$ cat src/rtl/stuff_pkg.sv
package stuff_pkg;

   typedef enum logic [1:0] {
      EMIT_NONE  = 2'd0,
      EMIT_DATA  = 2'd1,
      EMIT_STUFF = 2'd2
   } emit_kind_t;

   function automatic int run_cnt_width(input int run_len);
      return $clog2(run_len + 1);
   endfunction

endpackage

$ cat src/rtl/stuff_run_tracker.sv
module stuff_run_tracker
   import stuff_pkg::*;
#(
   parameter int   RUN_LEN    = 5,
   parameter logic IDLE_LEVEL = 1'b1,
   localparam int  CNT_W      = run_cnt_width(RUN_LEN)
) (
   input  logic             clk,
   input  logic             rst_n,
   input  logic             frame_start,
   input  logic             emit,
   input  logic             emit_bit,
   output logic [CNT_W-1:0] cur_cnt,
   output logic             cur_lvl
);

   localparam logic [CNT_W-1:0] CNT_MAX = CNT_W'(RUN_LEN);
   localparam logic [CNT_W-1:0] CNT_ONE = CNT_W'(1);

   logic [CNT_W-1:0] run_q, run_d;
   logic             lvl_q, lvl_d;

   // frame_start takes effect before any bit emitted in the same cycle
   always_comb begin
      cur_cnt = frame_start ? '0 : run_q;
      cur_lvl = frame_start ? IDLE_LEVEL : lvl_q;
   end

   always_comb begin
      run_d = cur_cnt;
      lvl_d = cur_lvl;
      if (emit) begin
         lvl_d = emit_bit;
         if (cur_cnt != '0 && emit_bit == cur_lvl)
            run_d = (cur_cnt == CNT_MAX) ? CNT_MAX : cur_cnt + CNT_ONE;
         else
            run_d = CNT_ONE;
      end
   end

   always_ff @(posedge clk or negedge rst_n) begin
      if (!rst_n) begin
         run_q <= '0;
         lvl_q <= IDLE_LEVEL;
      end else begin
         run_q <= run_d;
         lvl_q <= lvl_d;
      end
   end

   AST_RUN_BOUND: assert property (@(posedge clk) disable iff (!rst_n)
      run_q <= CNT_MAX);
   AST_RUN_RESTART: assert property (@(posedge clk) disable iff (!rst_n)
      (emit && (frame_start || emit_bit != lvl_q)) |=> run_q == CNT_ONE);
   AST_FRAME_CLEAR: assert property (@(posedge clk) disable iff (!rst_n)
      (frame_start && !emit) |=> run_q == '0);

endmodule

$ cat src/rtl/stuff_decider.sv
module stuff_decider
   import stuff_pkg::*;
#(
   parameter int  RUN_LEN = 5,
   localparam int CNT_W   = run_cnt_width(RUN_LEN)
) (
   input  logic             bit_tick,
   input  logic             stuff_en,
   input  logic             in_valid,
   input  logic             in_bit,
   input  logic [CNT_W-1:0] cur_cnt,
   input  logic             cur_lvl,
   output logic             in_ready,
   output emit_kind_t       kind,
   output logic             out_bit
);

   localparam logic [CNT_W-1:0] CNT_MAX = CNT_W'(RUN_LEN);

   logic stuff_due;

   always_comb begin
      stuff_due = stuff_en && (cur_cnt == CNT_MAX);
      in_ready  = bit_tick && !stuff_due;
      kind      = EMIT_NONE;
      out_bit   = in_bit;
      if (bit_tick && stuff_due) begin
         kind    = EMIT_STUFF;
         out_bit = ~cur_lvl;
      end else if (in_ready && in_valid) begin
         kind    = EMIT_DATA;
      end
   end

endmodule

$ cat src/rtl/stuff_out_stage.sv
module stuff_out_stage #(
   parameter bit   OUT_REG    = 1'b1,
   parameter logic IDLE_LEVEL = 1'b1
) (
   input  logic clk,
   input  logic rst_n,
   input  logic emit,
   input  logic emit_bit,
   output logic tx_bit,
   output logic tx_emit
);

   generate
      if (OUT_REG) begin : g_reg
         logic bit_q, emit_q;
         always_ff @(posedge clk or negedge rst_n) begin
            if (!rst_n) begin
               bit_q  <= IDLE_LEVEL;
               emit_q <= 1'b0;
            end else begin
               emit_q <= emit;
               if (emit) bit_q <= emit_bit;
            end
         end
         assign tx_bit  = bit_q;
         assign tx_emit = emit_q;
      end else begin : g_comb
         logic held_q;
         always_ff @(posedge clk or negedge rst_n) begin
            if (!rst_n)    held_q <= IDLE_LEVEL;
            else if (emit) held_q <= emit_bit;
         end
         assign tx_bit  = emit ? emit_bit : held_q;
         assign tx_emit = emit;
      end
   endgenerate

endmodule

$ cat src/rtl/tx_bit_stuffer.sv
module tx_bit_stuffer
   import stuff_pkg::*;
#(
   parameter int   RUN_LEN    = 5,
   parameter bit   OUT_REG    = 1'b1,
   parameter logic IDLE_LEVEL = 1'b1
) (
   input  logic clk,
   input  logic rst_n,
   input  logic bit_tick,
   input  logic stuff_en,
   input  logic frame_start,
   input  logic in_valid,
   input  logic in_bit,
   output logic in_ready,
   output logic tx_bit,
   output logic tx_emit
);

   localparam int CNT_W = run_cnt_width(RUN_LEN);

   generate
      if (RUN_LEN < 2 || RUN_LEN > 64) begin : g_bad_run_len
         $error("tx_bit_stuffer: RUN_LEN must lie in 2..64");
      end
   endgenerate

   logic [CNT_W-1:0] cur_cnt;
   logic             cur_lvl;
   emit_kind_t       kind;
   logic             out_bit;
   logic             emit;

   assign emit = (kind != EMIT_NONE);

   stuff_run_tracker #(
      .RUN_LEN    (RUN_LEN),
      .IDLE_LEVEL (IDLE_LEVEL)
   ) u_track (
      .clk         (clk),
      .rst_n       (rst_n),
      .frame_start (frame_start),
      .emit        (emit),
      .emit_bit    (out_bit),
      .cur_cnt     (cur_cnt),
      .cur_lvl     (cur_lvl)
   );

   stuff_decider #(
      .RUN_LEN (RUN_LEN)
   ) u_decide (
      .bit_tick (bit_tick),
      .stuff_en (stuff_en),
      .in_valid (in_valid),
      .in_bit   (in_bit),
      .cur_cnt  (cur_cnt),
      .cur_lvl  (cur_lvl),
      .in_ready (in_ready),
      .kind     (kind),
      .out_bit  (out_bit)
   );

   stuff_out_stage #(
      .OUT_REG    (OUT_REG),
      .IDLE_LEVEL (IDLE_LEVEL)
   ) u_out (
      .clk      (clk),
      .rst_n    (rst_n),
      .emit     (emit),
      .emit_bit (out_bit),
      .tx_bit   (tx_bit),
      .tx_emit  (tx_emit)
   );

   AST_STUFF_WHEN_FULL: assert property (@(posedge clk) disable iff (!rst_n)
      (bit_tick && stuff_en && cur_cnt == CNT_W'(RUN_LEN)) |-> kind == EMIT_STUFF);
   AST_STALL_ON_STUFF: assert property (@(posedge clk) disable iff (!rst_n)
      (kind == EMIT_STUFF) |-> !in_ready);
   AST_READY_ONLY_ON_TICK: assert property (@(posedge clk) disable iff (!rst_n)
      in_ready |-> bit_tick);
   AST_NO_STUFF_DISABLED: assert property (@(posedge clk) disable iff (!rst_n)
      !stuff_en |-> kind != EMIT_STUFF);

   generate
      if (OUT_REG) begin : g_out_checks
         AST_EMIT_AFTER_TICK: assert property (@(posedge clk) disable iff (!rst_n)
            tx_emit |-> $past(bit_tick));
         AST_STUFF_LEVEL: assert property (@(posedge clk) disable iff (!rst_n)
            (kind == EMIT_STUFF) |=> tx_bit != $past(cur_lvl));
         AST_DATA_PASS: assert property (@(posedge clk) disable iff (!rst_n)
            (kind == EMIT_DATA) |=> (tx_emit && tx_bit == $past(in_bit)));
         AST_HOLD_IDLE: assert property (@(posedge clk) disable iff (!rst_n)
            !emit |=> $stable(tx_bit));
      end
   endgenerate

endmodule

$ cat config.mk
export PLATFORM = sky130hd
export DESIGN_NAME = tx_bit_stuffer
export DESIGN_NICKNAME = d
export VERILOG_FILES = /design/src/rtl/stuff_pkg.sv /design/src/rtl/stuff_run_tracker.sv /design/src/rtl/stuff_decider.sv /design/src/rtl/stuff_out_stage.sv /design/src/rtl/tx_bit_stuffer.sv
export SDC_FILE = /design/constraint.sdc
export NUM_CORES = 1
export LEC_CHECK = 0
export ABC_AREA = 1
export BUFFER_PORTS_ARGS = -buffer_cell sky130_fd_sc_hd__buf_2
export CORE_AREA = 2 2 39 41
export DETAILED_ROUTE_END_ITERATION = 16
export DIE_AREA = 0 0 41 43
export PLACE_DENSITY = 0.64
export SKIP_LAST_GASP = 1
export SLEW_MARGIN = 10
export SYNTH_ARGS = -nofsm -noshare
export SYNTH_HDL_FRONTEND = slang
export SYNTH_HIERARCHICAL = 1
export SYNTH_SLANG_ARGS = --single-unit
$ cat constraint.sdc
create_clock -name clk -period 1.9 [get_ports clk]
set_input_delay 0.19 -clock clk [delete_from_list [all_inputs] [get_ports clk]]
set_output_delay 0.19 -clock clk [all_outputs]
set_load 0.05 [all_outputs]
==> impl_metrics.py <==
metrics = {
    "outcome": {
        "status": "completed",
    },
    "setup_path": {
        "critPathKind": "flop to flop",
        "critPathMaxFanout": 11,
        "cp-start-kind": "flop",
        "cp.arrival_ps": 1780,
        "reg2reg_slack_ps": 250,
        "required_ps": 2030,
        "critPathCaptureType": "flop",
    },
    "sta": {
        "worst_slew_pin_slew_ps": 322,
        "finalSetupTns_ps": 0,
        "fin_crit_sh_pct": 86.8,
        "setup_viol": 0,
        "timing.slew.headroom_pct": 78.5,
        "final.setup.worst_slack_ps": 251,
        "hold_viol_final": 0,
        "rsz0062_at_grt": "false",
        "fmaxAchievable_mhz": 607,
        "period_minus_slack_ps": 1650,
        "final-max-slew-violation-count": 0,
        "finClkSkew_ps": 10.5,
    },
    "detailed_routing": {
        "drc": 0,
        "wirelength_um": 842,
        "post_drt_wl_per_cell_um": 8.42,
        "first_pass_iters": 2,
        "drt_iter0_markers": 4,
        "vias_per_cell": 4.24,
        "route.vias.total": 424,
        "ant_nets": 0,
    },
    "logic_synthesis": {
        "syn_nets": 77,
        "synth_area_per_cell_um2": 6.43,
        "synth_cells": 70,
        "yosys_register_bits": 6,
        "yosysUniqueCellTypes": 19,
        "synth_area_um2": 450,
        "synth_warnings": 6,
        "seq_area_frac_synth_pct": 33.9,
    },
    "place": {
        "gp_congestion": 0.761,
        "hpwlAfterDp_um": 699,
        "post-place-ws_ps": 230,
        "portBuffers": 9,
        "place_inst": 95,
    },
    "cells_and_area": {
        "final_common_cell": "nand2_1",
        "nNetsFinal": 92,
        "drive_gt1_share_pct": 32.1,
        "stdcell_count": 100,
        "areaGrowthSynthToFinish_pct": 22.5,
        "insertedDiodeCount": 0,
        "final_cell_mix": "nand2_1, inv_1, buf_2, nand2_2, nor2_1",
    },
    "clock_tree": {
        "cts_tree": "done",
        "htree_num_levels": 1,
        "cts_sinks": 6,
        "worstSkewPairLatency_ps": 250,
        "ctsResizeCount": 0,
        "clkTransAtPathRegs_ps": 50,
        "cts_buffer_depth": 2,
        "clock-root-buffer": "clkbuf_4",
        "cts_inserted_buffers": 3,
    },
    "min_path": {
        "hold_class": "input pin to asynchronous set/reset pin",
    },
    "power_and_ir_drop": {
        "leakagePower_nw": 0.329,
        "pwr_density_cell_nw_per_um2": 639,
        "irDropWorstVdd_mv": 0.285,
    },
    "die": {
        "start_util_pct": 32.5,
        "core-area_um2": 1380,
        "die_h_um": 43,
        "io_pins": 10,
        "dieArea_um2": 1760,
        "die_width_um": 41,
        "core.rowCount": 14,
    },
    "global_route": {
        "grt_antenna_before_repair": 0,
        "grt_pass1_vias": 383,
        "grt_overflow": 0,
        "grt_usage_pct": 12.4,
        "grt_max_degree": 12,
        "grt_pass1_wl_um": 1460,
    },
    "run": {
        "maxCapViolCount": 0,
    },
}
## worst paths after layout
check | from | endpoint | depth (start not counted)
setup / recovery | u_track/run_q[1] | u_track/run_q[2] | 13
hold / removal | rst_n | u_track/run_q[0] | 2
setup reg to reg | u_track/run_q[1] | u_track/run_q[2] | 13
hold reg to reg | u_out/tx_bit | u_out/tx_bit | 2
max in group asynchronous | rst_n | u_track/lvl_q | 2
min in group clk | frame_start | u_track/lvl_q | 3
## flip-flops by register name, indices dropped and copies added, names as in the netlist
signal and count:
u_out/tx_bit 1, u_track/run_q 3, u_track/lvl_q 1, u_out/tx_emit 1
## critical path, cell delays in order, from the launching register on
cell and delay [ps]:
dfrtp_1 400, nand2_2 90, inv_1 90, inv_1 50
nand2_2 70, nor2_4 40, nor3_1 120, inv_1 60
nand2_1 260, nand3_1 130, nor2_1 100, nand2_1 50
nand2_1 50, a21oi_1 40
## kinds of logic after synthesis
| logic type | count (synthesis) | share of synthesized area (%) |
|---|---|---|
| simple gates | 40 | 44.2 |
| buf+inv | 20 | 17.5 |
| flops | 6 | 33.9 |
| compound gates | 4 | 4.44 |
## Yosys cell counts
library cell,number,area share (%)
nand2_1,17,14
inv_1,16,13
nand2_2,6,8.3
nor2_1,5,4.2
dfrtp_1,4,22
nand3_1,4,4.4
inv_2,3,2.5
a21oi_1,2,2.2
dfstp_2,2,12
nand4_1,2,2.8
buf_4,1,1.7
nand3_2,1,2.2
nand3b_1,1,1.7
nor2_2,1,1.4
nor2_4,1,2.5
nor3_1,1,1.1
o21ai_0,1,1.1
o21ai_1,1,1.1
or2_1,1,1.4
## stage by stage
stage / area [um^2] / power (W) / hold slack, ps / utilization [%]
6_report: 552 / 0.000352 / 286 / 39.9
5_1_grt: 552 / 0.000375 / 298 / 39.9
4_1_cts: 552 / 0.000362 / 273 / 39.9
3_5_place_dp: 515 / 0.000226 / 15.0 / 37.3
3_3_place_gp: 515 / 0.000226 / 14.0 / 37.3
2_1_floorplan: 450 / 0.000205 / -106 / -
## where the power goes
| part | internal, W | leakage [nW] | switching (W) |
|---|---|---|---|
| clock network | 0.0000796 | 0.0150 | 0.0000471 |
| registers | 0.000141 | 0.0736 | 0.00000597 |
| logic | 0.0000259 | 0.241 | 0.0000534 |
| total | 0.000246 | 0.329 | 0.000106 |
## routing by layer
metal,global-route usage (%),share of wire (%),up-vias
li1,-,-,238
met1,15.9,46,178
met2,17.2,50,8
met3,3.66,3.9,0
met4,8.00,0,0
met5,0,0,-
## final cells by class
type                    instances  area (um^2)
clock buffers                   4         26.3
fillers                       152          832
inverters                      19         71.3
multi-input cells              44          219
flip-flops and latches          6          153
well taps                      16         20.0
repair buffers                 11         62.6
## timing repair
item                                   CTS  global route
endpoints found under the hold margin    6             0
hold buffers                             1             0
buffers inserted                         0             0
No activity file was read; power rests on OpenSTA's default activity.
